<file path="src/rtl/acc_mcu.sv">
module acc_mcu #(
  parameter int DW = 8,
  parameter int AW = 4,
  parameter logic [DW*(1<<AW)-1:0] ROM_IMAGE =
    128'h0000_6455_0000_0000_0000_0000_F090_1D8C
) (
  input  logic          clk,
  input  logic          rst_n,
  output logic [DW-1:0] out_port,
  output logic          halted
);
  localparam int DEPTH = 1 << AW;
  localparam int OPW   = DW - AW;
  localparam logic [OPW-1:0] OP_ADD = OPW'(4'h1);
  localparam logic [OPW-1:0] OP_LD  = OPW'(4'h8);
  localparam logic [OPW-1:0] OP_OUT = OPW'(4'h9);
  localparam logic [2:0] ALU_ADD = 3'b001;

  typedef enum logic [3:0] {
    S_F1, S_F2, S_F3, S_F4, S_DEC, S_M2, S_M3, S_M4, S_A5, S_A6, S_O2, S_HLT
  } state_t;

  state_t state;
  logic [AW-1:0] pc, mar, abus;
  logic [DW-1:0] ir, acc, mdr, dbus, outr;
  logic [DW-1:0] rom [DEPTH];

  for (genvar i = 0; i < DEPTH; i++) begin : g_rom
    assign rom[i] = ROM_IMAGE[i*DW +: DW];
  end

  wire [OPW-1:0] opc  = ir[DW-1:AW];
  wire [AW-1:0]  oper = ir[AW-1:0];

  function automatic logic [DW-1:0] alu(input logic [2:0] s,
                                        input logic [DW-1:0] a,
                                        input logic [DW-1:0] m);
    case (s)
      3'b000:  alu = a + DW'(1);
      3'b001:  alu = a + m;
      3'b010:  alu = a - m;
      3'b011:  alu = a - DW'(1);
      3'b100:  alu = ~a;
      3'b101:  alu = a & m;
      3'b110:  alu = a | m;
      default: alu = a ^ m;
    endcase
  endfunction

  always_ff @(posedge clk or negedge rst_n) begin
    if (!rst_n) begin
      state <= S_F1;
      pc    <= '0;
      mar   <= '0;
      abus  <= '0;
      ir    <= '0;
      acc   <= '0;
      mdr   <= '0;
      dbus  <= '0;
      outr  <= '0;
    end else begin
      case (state)
        S_F1: begin abus <= pc;        state <= S_F2; end
        S_F2: begin mar  <= abus;      state <= S_F3; end
        S_F3: begin dbus <= rom[mar];  state <= S_F4; end
        S_F4: begin
          ir    <= dbus;
          pc    <= pc + AW'(1);
          state <= S_DEC;
        end
        S_DEC: begin
          if (opc == OP_LD || opc == OP_ADD) begin
            abus  <= oper;
            state <= S_M2;
          end else if (opc == OP_OUT) begin
            dbus  <= acc;
            state <= S_O2;
          end else begin
            state <= S_HLT;
          end
        end
        S_M2: begin mar  <= abus;      state <= S_M3; end
        S_M3: begin dbus <= rom[mar];  state <= S_M4; end
        S_M4: begin
          if (opc == OP_LD) begin
            acc   <= dbus;
            state <= S_F1;
          end else begin
            mdr   <= dbus;
            state <= S_A5;
          end
        end
        S_A5: begin dbus <= alu(ALU_ADD, acc, mdr); state <= S_A6; end
        S_A6: begin acc  <= dbus;      state <= S_F1; end
        S_O2: begin outr <= dbus;      state <= S_F1; end
        default: state <= S_HLT;
      endcase
    end
  end

  assign out_port = outr;
  assign halted   = (state == S_HLT);

  p_load_target_r3: assert property (@(posedge clk) disable iff (!rst_n)
    (state == S_DEC && opc == OP_LD) |=> (state == S_M2 && abus == $past(oper)));

  p_add_result_r4: assert property (@(posedge clk) disable iff (!rst_n)
    (state == S_A6) |=> (acc == DW'($past(acc) + $past(mdr))));

  p_out_only_on_write_r5: assert property (@(posedge clk) disable iff (!rst_n)
    (state != S_O2) |=> $stable(outr));

  p_halt_sticky_r6: assert property (@(posedge clk) disable iff (!rst_n)
    halted |=> (halted && $stable(acc) && $stable(pc)));

  p_undef_stops_r7: assert property (@(posedge clk) disable iff (!rst_n)
    (state == S_DEC && opc != OP_LD && opc != OP_ADD && opc != OP_OUT) |=> halted);

  p_pc_once_per_fetch_r8: assert property (@(posedge clk) disable iff (!rst_n)
    (state != S_F4) |=> $stable(pc));
endmodule

</file>
<file path="config.mk">
export PLATFORM = sky130hd
export DESIGN_NAME = acc_mcu
export DESIGN_NICKNAME = d
export VERILOG_FILES = /design/src/rtl/acc_mcu.sv
export SDC_FILE = /design/constraint.sdc
export NUM_CORES = 1
export LEC_CHECK = 0
export BUFFER_PORTS_ARGS = -buffer_cell sky130_fd_sc_hd__buf_2
export CAP_MARGIN = 20
export CORE_ASPECT_RATIO = 0.75
export CORE_MARGIN = 5
export CORE_UTILIZATION = 50
export CTS_BUF_LIST = sky130_fd_sc_hd__clkbuf_16
export CTS_CLUSTER_SIZE = 16
export DETAILED_ROUTE_END_ITERATION = 10
export PLACE_DENSITY = 0.77
export SETUP_SLACK_MARGIN = 0.4
export SLEW_MARGIN = 15
export SYNTH_ARGS = -nofsm -noshare
export SYNTH_HDL_FRONTEND = slang
export SYNTH_SLANG_ARGS = --single-unit
</file>
<file path="constraint.sdc">
create_clock -name clk -period 4.8 [get_ports clk]
set_input_delay 0.48 -clock clk [delete_from_list [all_inputs] [get_ports clk]]
set_output_delay 0.48 -clock clk [all_outputs]
set_load 0.01 [all_outputs]
</file>
Word level (Yosys, flattened, before mapping) --
Memories as Yosys holds them, arrays and structs flattened. Cells that the tools add are included.
Cells by class: add/subtract/negate cells 2, order comparisons 1, equality and inequality tests 18, multiplexer cells 13, bitwise logic cells 2, reduce and logical (&&, ||, !) cells 12
Operators by type and width (number):
- $mux W8 | 5
- $pmux W4 S10 | 1
- $eq A4 B4 Y1 const B | 6
- $pmux W8 S3 | 1
- $eq A4 B3 Y1 const B | 4
- $pmux W8 S2 | 1
- $mux W4 | 3
- $add A8 B8 Y8 | 1
- $eq A4 B1 Y1 const B | 2
- $eq A4 B2 Y1 const B | 2
- $ne A2 B2 Y1 const B | 4
- $pmux W4 S2 | 1
- $reduce_and A2 Y1 | 3
- $reduce_or A2 Y1 | 3
- $ge A5 B5 Y1 const B | 1
- $not A4 Y5 | 1
- $add A4 B1 Y4 const B | 1
- $logic_not A4 Y1 | 1
- $reduce_bool A2 Y1 | 2
- $reduce_and A3 Y1 | 1
- $reduce_bool A3 Y1 | 1
- $logic_or A1 B1 Y1 | 1
- $mux W1 | 1
- $not A1 Y1 | 1
Storage, ports and cells: register bits after elaboration 56, memory bits (read-only) 128, word-level logic and storage cells 58, memories kept 1
Memories:
- (no name shown) | depth 16, bits a word 8, rd ports 1, clocked after memory_dff 0, wr ports 0, RTL line 83 | S_M3: begin dbus <= rom[mar]; state <= S_M4; end

Logic depth before layout (Yosys ltp) --
word-level depth 5, depth in mapped cells 8, mapped depth without buffers 8

Worst setup path after synthesis --
No wires, ideal clock.
path type register -> register, start register acc[3], end register dbus[5], setup time 119 ps, arrival time 1551 ps, data required time 4681 ps, path slack 3130 ps, stages on the path, launching flop included 7, clock period less this slack 1670 ps, cell sequence dfrtp_1 ha_1 a21o_1 a221oi_1 xor2_1 o211ai_1 o21a_1
Between the ends: longest elaborated chain between the ends 2
RTL lines:
- start: declaration | RTL line 25 | logic [DW-1:0] ir, acc, mdr, dbus, outr;
- start signal: assignment | RTL line 86 | acc <= dbus;
- $add A8 B8 Y8 | RTL line 40 | 3'b001: alu = a + m;
- $pmux W8 S3 | RTL line 62 | case (state)
- end signal: assignment | RTL line 59 | dbus <= '0;
- end signal: assignment | RTL line 65 | S_F3: begin dbus <= rom[mar]; state <= S_F4; end
- end signal: assignment | RTL line 76 | dbus <= acc;
- end: declaration | RTL line 25
No other way between the ends. A chain may end at the register's enable or synchronous reset.

Final worst setup path --
start register state[0], end register ir[3]
Between the ends: longest elaborated chain between the ends 1
RTL lines:
- start: declaration | RTL line 23 | state_t state;
- start signal: assignment | RTL line 52 | state <= S_F1;
- start signal: assignment | RTL line 63 | S_F1: begin abus <= pc; state <= S_F2; end
- start signal: assignment | RTL line 64 | S_F2: begin mar <= abus; state <= S_F3; end
- $eq A4 B2 Y1 | RTL line 62
- end signal: assignment | RTL line 67 | ir <= dbus;
- end: declaration | RTL line 25
No other way between the ends.

==> results.md <==
Placed design:
- The post-DP HPWL is about 4000 µm.
- The count of input and output buffers is 10.
- The weighted congestion at the end of routability-driven global placement is 0.831.
- After detailed placement, the total cell area comes to 3010 µm².

Clock tree:
- The number of clock buffers added by TritonCTS is 5.
- The tree is rooted in a clkbuf_16.
- The post-cts sizing count is 0.
- The TritonCTS clock tree is built.
- At the later pin of the worst-skew pair, clock insertion delay measures 0.29 ns.
- The H-tree depth is 2.
- The count of hold buffers inserted by post-cts repair is 0.
- The clock sink count is 56.
- The buffer count from post-CTS setup fixing is 0.
- The number of buffers between clock root and the deepest sink is 2.
- After clock tree synthesis, the clock-pin slew on the worst setup and hold paths is around 0.07 ns.

Route:
- For this block, the initial DRC count from the detailed router was 100.
- The detailed-route wire length is 5770 µm.
- After detailed routing, the number of vias per cell comes to 5.78.
- The total iterations of the first detailed-routing run is 4.
- The count of nets left with antenna violations after detail routing is 0.
- In the final routed layout, each cell accounts on average for about 17 µm.
- The via count is 1936.
- The number of remaining DRC errors is 0.

Timing:
- The routed design could run at a clock period as short as 2.44 ns.
- The achievable clock frequency is 0.411 GHz.
- The number of max-slew violations in the final report is 0.
- After layout, the worst path uses about half of the clock period.
- The worst setup skew after layout is 0.00523 ns.
- Setup repair after global routing left no endpoint under its margin.
- The setup violation total in the final timing report is 0.
- The worst slew slack as a fraction of its limit is 33.6%.
- The measured slew at the worst slew-check pin is 0.990 ns.
- The worst slack on hold paths is 0.302 ns.
- The count of final hold-check violations is 0.
- The final sum of negative setup slack is 0 ns.

Setup path:
- At the worst endpoint, the arrival time is 2.61 ns.
- Traced cell by cell, the critical path runs through nand2_1 -> nor3_2 -> mux2_2.
- On the worst path, the slowest cell contributes a delay of 0.82 ns.
- The kind of start point of the critical path is a flop.
- The number of logic stages on the critical path including buffering is 3.
- Grouping stages by cell kind, the critical path spends the most delay in simple AND/OR/NAND/NOR gates.
- The worst setup path is captured at a flop.
- Among all stages on the critical path, the largest delay is contributed by nor3_2.
- The number of cells on the worst reg-to-reg path is 3.
- For the worst setup path, the data required time is a little under 5 ns.
- The critical path buffer and inverter count is 0.
- The critical path is of the reg2reg type.
- The maximum net fanout on the critical path is 14.

Power and ir drop:
- The cell leakage power is 1.31 nW.
- The maximum vdd drop is 0.207 mV.
- Dividing total power by cell area gives a power density of 280 nW/µm².

GRT:
- The number of global-route vias before repair was about 1900.
- Entering global routing, the biggest net connects 57 pins.
- Global routing used 17.1% of the available tracks across all layers.
- Summed over all layers, the global routing overflow is 0.
- The first global-routing pass estimated between 9000 and 10000 µm of wire.
- The initial antenna violation count came to 0.

Yosys:
- The multiplexer share of the synthesized area is ~16%.
- By area, the combinational part of the netlist is dominated by multiplexers.
- Counting every instance in the synthesized netlist gives 245.
- The area of the mapped netlist is 2890 µm².
- The flip-flop and latch count after synthesis is 56.
- Yosys printed 0 warnings.
- Sequential cells were found to cover between 40% and 50% of the synthesized design area.
- The most used flip-flop cell after synthesis is dfrtp_1.
- Of all flip-flops after synthesis, the portion carrying an async set or reset was between 90% and 100%.
- Counting every net in the synthesized netlist gives 256.
- Summed over all instances, the cell type with the most area after synthesis is dfrtp_1.
- The count of cell types in the netlist is 54.
- Yosys mapped a number of flops with a built-in enable equal to 0.
- A synthesized cell averages about 12 µm².
- Summing the areas of all and, or, nand and nor instances in the mapped netlist gives between 15 and 20% of the synthesized area.
- After synthesis, the largest area contributor takes up 48.5% of total cell area.
- After Yosys synthesis, full adders, half adders and majority gates account for 4.16% of the synthesized area.
- By area the synthesized netlist is led by dfrtp_1, mux2_2, ha_1.
- The share of the synthesized area in compound gates (AO/OA/AOI/OAI) is a little under an eighth.
- The xor and xnor fraction of the mapped netlist area is 2.73%.

Floorplanning:
- For this configuration, the core starts out at a cell density of 50.6%.
- 11 I/O pins were placed.
- The area of the die is 7410 µm².
- Measured along the y axis, the die boundary spans 75.8 µm.
- The die is roughly 98 µm wide.
- The count of standard-cell rows is 24.
- The core outline area is 5710 µm².

Job:
- The number of maximum-capacitance violations is 0.

Layout:
- The fraction of final layout cells sized beyond drive strength 1 is 25.7%.
- The net count of the finished layout is 267.
- Leaving out fill and tap cells, the most frequent cells in the layout are dfrtp_1, mux2_2, nor2_1, nand2_1, a21oi_1.
- The repair_antennas step left the layout with diodes totalling 0.
- The number of fill cells is 492.
- The share of the core filled with cells in the final layout is 55.5%.
- After routing the design area is about 3200 µm².
- The area growth from synthesis to layout is 9.70%.
- The library cell used most frequently in the layout, excluding fill and tap cells, is dfrtp_1.

Hold path:
- The classification of the worst-slack hold path is in2async.

Outcome:
- The flow ran to the end, and the final reports show no timing, DRC or antenna violations.
kinds of logic after synthesis:
family                   Yosys count
XOR/XNOR                           9
multiplexers                      41
AO/OA/AOI/OAI                     48
adder cells (fa/ha/maj)            9
flip-flops                        56
buffers and inverters             12
AND/OR/NAND/NOR                   70
path summary, 6_finish.rpt:
path / startpoint / end / slack (ns)
min in group clk: out_port[6] / out_port[6] / 0.50
hold reg to reg: out_port[6] / out_port[6] / 0.50
hold / removal: rst_n / out_port[4] / 0.30
max in group asynchronous: rst_n / pc[2] / 4.02
setup reg to reg: state[0] / ir[3] / 2.36
setup / recovery: state[0] / ir[3] / 2.36
area by class of cell:
cell class	instances	area [µm²]	share of cell area (%)
timing repair buffer	11	57.6	1.82
inverter	5	18.8	0.592
clock inverter	3	38.8	1.22
tap	78	97.6	3.08
multi-input combinational	177	1430	45.1
sequential	56	1400	44.2
clock buffer	5	125	3.95
metrics by stage:
stage               total power [mW]  setup slack, ns  cells
detailed placement             0.491             2.41    327
floorplan                      0.481             3.13    245
global route                   0.917             2.21    335
global placement               0.491             2.52    327
CTS                            0.892             2.38    335
finish                         0.886             2.36    335
Yosys cell counts (all sizes together), types with 2 or more instances:
master and count:
a31oi 5, ha 8, a21oi 13, dfrtp 56
nand4 3, nor3b 4, mux2 36, nor2b 3
nor4b 3, nand3 4, o22ai 2, nor2 20
clkbuf 2, xnor2 5, nand2b 5, nor3 4
o211ai 3, a21o 2, buf 5, a22oi 2
and3 3, mux2i 5, xor2 4, inv 5
nand2 15, o21ai 9
state kept, by name, summed over array words and instances (netlist names):
name / count
mdr: 8
abus: 4
acc: 8
out_port: 8
pc: 4
mar: 4
state: 4
ir: 8
dbus: 8
report_power, final:
group | internal (mW) | total, mW | switching (mW)
Sequential | 0.472 | 0.472 | 0
Clock | 0.244 | 0.405 | 0.161
Combinational | 0.000812 | 0.00946 | 0.00865
Total | 0.716 | 0.886 | 0.170
routing by layer:
| metal | GRT usage (%) | share of wire [%] | vias up |
|---|---|---|---|
| li1 | - | - | 925 |
| met1 | 22.8 | 49 | 959 |
| met2 | 27.8 | 46 | 48 |
| met3 | 4.57 | 4.7 | 4 |
| met4 | 5.07 | 0.73 | 0 |
| met5 | 0 | 0 | - |
(Power assumes the default switching activity.)
